File: config.mk
export PLATFORM = sky130hd
export DESIGN_NAME = radar_avg_unit
export DESIGN_NICKNAME = d
export VERILOG_FILES = /design/src/rtl/radar_avg_pkg.sv /design/src/rtl/avg_window_ctrl.sv /design/src/rtl/avg_lane.sv /design/src/rtl/radar_avg_unit.sv
export SDC_FILE = /design/constraint.sdc
export NUM_CORES = 1
export LEC_CHECK = 0
export BUFFER_PORTS_ARGS = -buffer_cell sky130_fd_sc_hd__buf_4
export CAP_MARGIN = 0
export CORE_ASPECT_RATIO = 1.5
export CORE_UTILIZATION = 45
export CTS_BUF_LIST = sky130_fd_sc_hd__clkbuf_4 sky130_fd_sc_hd__clkbuf_8
export CTS_CLUSTER_DIAMETER = 100
export DETAILED_ROUTE_END_ITERATION = 8
export HOLD_SLACK_MARGIN = 0.05
export SYNTH_ARGS = -nofsm -noshare
export SYNTH_HDL_FRONTEND = slang
export SYNTH_SLANG_ARGS = --single-unit
File: constraint.sdc
create_clock -name clk -period 6.42 [get_ports clk]
set_input_delay 1.284 -clock clk [delete_from_list [all_inputs] [get_ports clk]]
set_output_delay 1.284 -clock clk [all_outputs]
set_load 0.02 [all_outputs]
File: src/rtl/radar_avg_pkg.sv
package radar_avg_pkg;

  // Fixed set of per-return parameters carried by each tick
  localparam int unsigned NUM_PARAMS = 5;

  typedef enum int unsigned {
    IDX_RANGE   = 0,
    IDX_BEARING = 1,
    IDX_ELEV    = 2,
    IDX_SIN     = 3,
    IDX_COS     = 4
  } param_idx_e;

endpackage

File: src/rtl/avg_window_ctrl.sv
module avg_window_ctrl #(
  parameter int unsigned WIN = 4
) (
  input  logic clk,
  input  logic rst,
  input  logic tick_i,
  input  logic ret_ok_i,
  output logic first_o,
  output logic last_o,
  output logic upd_o
);

  localparam int unsigned CW = (WIN > 1) ? $clog2(WIN) : 1;
  localparam logic [CW-1:0] LAST = CW'(WIN - 1);

  logic [CW-1:0] cnt_q;
  logic          seen_q;
  logic          upd_q;

  assign first_o = (cnt_q == '0);
  assign last_o  = (cnt_q == LAST);
  assign upd_o   = upd_q;

  // Window position advances on every tick, whatever the valid flag
  always_ff @(posedge clk) begin
    if (rst) begin
      cnt_q <= '0;
    end else if (tick_i) begin
      cnt_q <= last_o ? '0 : cnt_q + 1'b1;
    end
  end

  always_ff @(posedge clk) begin
    if (rst) begin
      seen_q <= 1'b0;
      upd_q  <= 1'b0;
    end else begin
      if (tick_i && ret_ok_i) seen_q <= 1'b1;
      upd_q <= tick_i && last_o && (seen_q || ret_ok_i);
    end
  end

  // the counter stays inside the window
  a_r9_cnt_range: assert property (@(posedge clk) disable iff (rst)
    cnt_q <= LAST);

  // the strobe lasts a single clock
  a_r3_strobe_single: assert property (@(posedge clk) disable iff (rst)
    upd_q |=> !upd_q);

  // a strobe always follows a captured tick
  a_r2_strobe_after_tick: assert property (@(posedge clk) disable iff (rst)
    upd_q |-> $past(tick_i));

  // no strobe without a valid return since reset
  a_r6_strobe_needs_valid: assert property (@(posedge clk) disable iff (rst)
    upd_q |-> seen_q);

endmodule

File: src/rtl/avg_lane.sv
module avg_lane #(
  parameter int unsigned W   = 14,
  parameter int unsigned WIN = 4
) (
  input  logic         clk,
  input  logic         rst,
  input  logic         tick_i,
  input  logic         ret_ok_i,
  input  logic         first_i,
  input  logic         last_i,
  input  logic [W-1:0] din_i,
  output logic [W-1:0] avg_o
);

  localparam int unsigned SHIFT = $clog2(WIN);
  localparam int unsigned ACCW  = W + SHIFT;

  logic [W-1:0]    hold_q;
  logic [ACCW-1:0] acc_q;
  logic [W-1:0]    avg_q;
  logic [W-1:0]    fill;
  logic [ACCW-1:0] acc_nxt;
  logic [ACCW-1:0] acc_shr;

  // Missing returns take the last good value for this parameter
  assign fill    = ret_ok_i ? din_i : hold_q;
  assign acc_nxt = (first_i ? '0 : acc_q) + ACCW'(fill);
  assign acc_shr = acc_nxt >> SHIFT;
  assign avg_o   = avg_q;

  always_ff @(posedge clk) begin
    if (rst) begin
      hold_q <= '0;
      acc_q  <= '0;
      avg_q  <= '0;
    end else if (tick_i) begin
      if (ret_ok_i) hold_q <= din_i;
      acc_q <= acc_nxt;
      if (last_i) avg_q <= acc_shr[W-1:0];
    end
  end

  // the held value moves only on a valid tick
  a_r5_hold_stable: assert property (@(posedge clk) disable iff (rst)
    !(tick_i && ret_ok_i) |=> $stable(hold_q));

  // the output moves only at a window end
  a_r7_avg_hold: assert property (@(posedge clk) disable iff (rst)
    !(tick_i && last_i) |=> $stable(avg_q));

  // the accumulator never wraps within a window
  a_r4_no_overflow: assert property (@(posedge clk) disable iff (rst)
    (tick_i && !first_i) |-> (acc_nxt >= acc_q));

endmodule

File: src/rtl/radar_avg_unit.sv
module radar_avg_unit #(
  parameter int unsigned W   = 14,
  parameter int unsigned WIN = 4
) (
  input  logic         clk,
  input  logic         rst,
  input  logic         tick_i,
  input  logic         ret_ok_i,
  input  logic [W-1:0] range_i,
  input  logic [W-1:0] bearing_i,
  input  logic [W-1:0] elev_i,
  input  logic [W-1:0] sin_i,
  input  logic [W-1:0] cos_i,
  output logic         upd_o,
  output logic [W-1:0] range_o,
  output logic [W-1:0] bearing_o,
  output logic [W-1:0] elev_o,
  output logic [W-1:0] sin_o,
  output logic [W-1:0] cos_o
);

  import radar_avg_pkg::*;

  logic [W-1:0] din  [NUM_PARAMS];
  logic [W-1:0] dout [NUM_PARAMS];
  logic         first_w;
  logic         last_w;

  assign din[IDX_RANGE]   = range_i;
  assign din[IDX_BEARING] = bearing_i;
  assign din[IDX_ELEV]    = elev_i;
  assign din[IDX_SIN]     = sin_i;
  assign din[IDX_COS]     = cos_i;

  avg_window_ctrl #(.WIN(WIN)) u_ctrl (
    .clk      (clk),
    .rst      (rst),
    .tick_i   (tick_i),
    .ret_ok_i (ret_ok_i),
    .first_o  (first_w),
    .last_o   (last_w),
    .upd_o    (upd_o)
  );

  for (genvar g = 0; g < NUM_PARAMS; g++) begin : g_lane
    avg_lane #(.W(W), .WIN(WIN)) u_lane (
      .clk      (clk),
      .rst      (rst),
      .tick_i   (tick_i),
      .ret_ok_i (ret_ok_i),
      .first_i  (first_w),
      .last_i   (last_w),
      .din_i    (din[g]),
      .avg_o    (dout[g])
    );
  end

  assign range_o   = dout[IDX_RANGE];
  assign bearing_o = dout[IDX_BEARING];
  assign elev_o    = dout[IDX_ELEV];
  assign sin_o     = dout[IDX_SIN];
  assign cos_o     = dout[IDX_COS];

  // outputs are quiet on the first cycle after reset
  a_r1_quiet_after_reset: assert property (@(posedge clk)
    $fell(rst) |-> (!upd_o && range_o == '0 && cos_o == '0));

endmodule

==> flow_metrics.tcl <==
set metrics [dict create \
    outcome "complete, no violations" \
    clock_latency_ps 550 \
    fin_crit_ps 3960 \
    hold_viol_final 0 \
    place_area_um2 14500 \
    die_area_um2 30100 \
    r2r_start "u_ctrl.cnt_q[0]$_SDFFE_PP0P_" \
    start_util_pct 45.9 \
    syn_area_per_cell_um2 8.09 \
    postCtsSetupRepairBufs 0 \
    fin_util_pct 52.6 \
    drt_wl_total_um 36100 \
    cp-startpoint "ret_ok_i" \
    finClkSkew_ps 13.6 \
    worstHoldPathType "reg2reg" \
    ys.flop_type "dfxtp_1" \
    design.core.area_um2 28800 \
    place_hpwl_um 23700 \
    numCtsBuffers 37 \
    grt_remaining_overflow 0 \
    relSlewSlack_pct 27.1 \
    rsz0062_at_grt "no" \
    antenna_found_initial 0 \
    grt_max_degree 97 \
    r2r_slack_ps 3020 \
    nNetsFinal 1867 \
    synthArstFlopShare_pct 0 \
    grt_pass1_wl_um 58000 \
    place_congestion 0.897 \
    worst_ir_drop_vdd_mv 0.121 \
    r2r_end "g_lane[0].u_lane.acc_q[8]$_SDFFE_PP0P_" \
    die_width_um 142 \
    worstPathMaxFanout 44 \
    crit_type "in2reg" \
    ys_seq_area_share_pct 33.9 \
    p_comb_share_pct 16.3 \
    syn_inst 1633 \
    crit_end "g_lane[0].u_lane.acc_q[8]$_SDFFE_PP0P_" \
    tightest_slew_ps 1090 \
    finalInstanceArea_um2 15200 \
    worstPathArrival_ps 4390 \
    vias 11900 \
    ys.warnings.count 0 \
    drtAntennaViolNets 0 \
    io_buffers 144 \
    end_kind "flop" \
    setup_viol 0 \
    dr.pass1.iters 5 \
    vias_per_cell 5.61 \
    swShare_pct 28.1 \
    syn-cell-area_um2 13200 \
    slew_viol_final 0 \
    die_h_um 212 \
    clk_pin_slew_ps 60 \
    switchingPower_uw 908 \
    first_global_vias 11600 \
    cts_root_buf "clkbuf_8" \
    synth_seq_cells 224 \
    internal-power_uw 2320 \
    layout.cells.non_filler 2127 \
    drive_above_1_share_pct 18.3 \
    cts_sinks 224 \
    reg2reg_depth 12 \
    cellPowerDensity_nw_per_um2 213 \
    synth_edf_count 0 \
    setup_tns_ps 0 \
    num_rows 76 \
    drv_cap 0 \
    worstPathRequired_ps 6850 \
    top_level_ports 145 \
    hold_buffers 0 \
    max_freq_mhz 253 \
    clkPwrFrac_pct 38.2 \
    drt_iter0_drc 588 \
    cts_tree "done" \
    grt_usage_pct 24.1 \
    route.detailed.drc 0 \
    syn2layout_area_growth_pct 14.7 \
    yosysUniqueCellTypes 71 \
    synth_nets 1784 \
    antenna_cells 0 \
    dpl.cell_count 2067 \
    critPathLaunchType "input pin" \
    seqPwrFrac_pct 45.5 \
    p_leak_uw 0.00626 \
    fin_crit_sh_pct 61.6 \
    wl_per_cell_um 17.0 \
    cts_resized 0 \
    htreeDepth 2 \
    cts_buffer_depth 3 \
]
layout make-up:
cell class | count | area (µm²)
timing repair buffer | 158 | 1190
clock buffer | 57 | 678
fill | 2838 | 13700
inverter | 33 | 124
sequential | 224 | 4480
clock inverter | 3 | 15.0
multi-input combinational | 1262 | 8180
tap | 390 | 488
how the worst min path moves through the flow:
stage,startpoint,to,slack [ps],cells past startpoint
6_report,g_lane[3].u_lane.hold_q[2]$_SDFFE_PP0P_,g_lane[3].u_lane.hold_q[2]$_SDFFE_PP0P_,450,2
5_1_grt,g_lane[2].u_lane.avg_o[2]$_SDFFE_PP0P_,g_lane[2].u_lane.avg_o[2]$_SDFFE_PP0P_,470,2
4_1_cts,g_lane[1].u_lane.hold_q[7]$_SDFFE_PP0P_,g_lane[1].u_lane.hold_q[7]$_SDFFE_PP0P_,450,2
3_5_place_dp,g_lane[1].u_lane.hold_q[7]$_SDFFE_PP0P_,g_lane[1].u_lane.hold_q[7]$_SDFFE_PP0P_,440,2
3_3_place_gp,g_lane[4].u_lane.hold_q[1]$_SDFFE_PP0P_,g_lane[4].u_lane.hold_q[1]$_SDFFE_PP0P_,440,2
2_1_floorplan,g_lane[0].u_lane.hold_q[0]$_SDFFE_PP0P_,g_lane[0].u_lane.hold_q[0]$_SDFFE_PP0P_,430,2
placed cells by master (no fill, tap or decap), types with 10 or more instances in the layout:
master,count
a21oi_1,173
mux2_2,71
nand3_1,60
and3_1,13
nor2b_1,79
nand2_1,241
buf_4,157
a211o_1,11
ha_1,71
dfxtp_1,224
o21a_1,14
clkbuf_4,17
clkbuf_8,40
a211oi_1,37
or4_1,19
mux2i_1,36
inv_1,31
nand4_1,22
xnor2_1,31
nor3_1,16
nor2_1,110
a21o_1,28
o21ai_0,55
and4_1,10
power by group through the flow:
| stage | clock network, µW | registers (µW) | logic, µW |
|---|---|---|---|
| 3_5_place_dp | 0 | 1500 | 526 |
| 4_1_cts | 1270 | 1470 | 528 |
| 6_report | 1230 | 1470 | 525 |
| 2_1_floorplan | 0 | 1500 | 372 |
| 3_3_place_gp | 0 | 1500 | 520 |
| 5_1_grt | 1330 | 1480 | 580 |
through the flow:
| stage | total power [µW] | setup slack, ps | hold WS, ps |
|---|---|---|---|
| 2_1_floorplan | 1870 | 2050 | 434 |
| 3_3_place_gp | 2020 | 1920 | 439 |
| 3_5_place_dp | 2030 | 1900 | 444 |
| 4_1_cts | 3270 | 2470 | 452 |
| 5_1_grt | 3380 | 2320 | 470 |
| 6_report | 3230 | 2460 | 449 |
critical path: stages:
cell and delay [ps]:
buf_4 520, mux2_2 410, ha_1 240, fa_1 470, a211o_1 360, a21oi_1 280
o21ai_0 140, a21oi_1 260, nor4_1 70, a311o_1 340
kinds of logic (layout without fill, tap and decap cells):
family	after synthesis	count (layout)	share of synthesized area, %
adders and majority gates	77	77	7.57
DFF	224	224	33.9
AOI/OAI and AO/OA	424	424	20.5
xor gates and xnor gates	37	37	2.45
muxes	107	107	8.78
buffers and inverters	147	251	4.31
and+or+nand+nor	617	617	22.4
cells in the mapped netlist (11+ instances only):
| cell | instances | share of area (%) |
|---|---|---|
| a211o_1 | 11 | 0.73 |
| nand4_1 | 22 | 1.0 |
| nand2_1 | 243 | 6.9 |
| ha_1 | 72 | 6.8 |
| and3_1 | 13 | 0.62 |
| mux2_2 | 71 | 6.1 |
| nor2b_1 | 79 | 3.7 |
| or4_1 | 19 | 1.1 |
| a21o_1 | 28 | 1.6 |
| nor3_1 | 16 | 0.61 |
| mux2i_1 | 36 | 2.7 |
| inv_1 | 33 | 0.94 |
| xnor2_1 | 31 | 2.1 |
| dfxtp_1 | 224 | 34 |
| o21ai_0 | 55 | 2.1 |
| nor2_1 | 110 | 3.1 |
| o21a_1 | 14 | 0.80 |
| a211oi_1 | 37 | 2.1 |
| clkbuf_1 | 94 | 2.7 |
| a21oi_1 | 173 | 6.6 |
| nand3_1 | 60 | 2.3 |
layer usage:
layer / part of all wire, % / GRT usage [%] / routed length (µm)
met4: 2.7 / 8.42 / 986
met5: 0 / 0 / 0
met2: 50 / 44.4 / 18200
met3: 3.8 / 3.39 / 1370
met1: 43 / 28.2 / 15500
state kept, by name, indices dropped and copies added (netlist names):
name                  count
u_ctrl.seen_q             1
g_lane.u_lane.hold_q     70
g_lane.u_lane.avg_o      70
g_lane.u_lane.acc_q      80
u_ctrl.upd_o              1
u_ctrl.cnt_q              2
No activity file was read; power rests on OpenSTA's default activity.
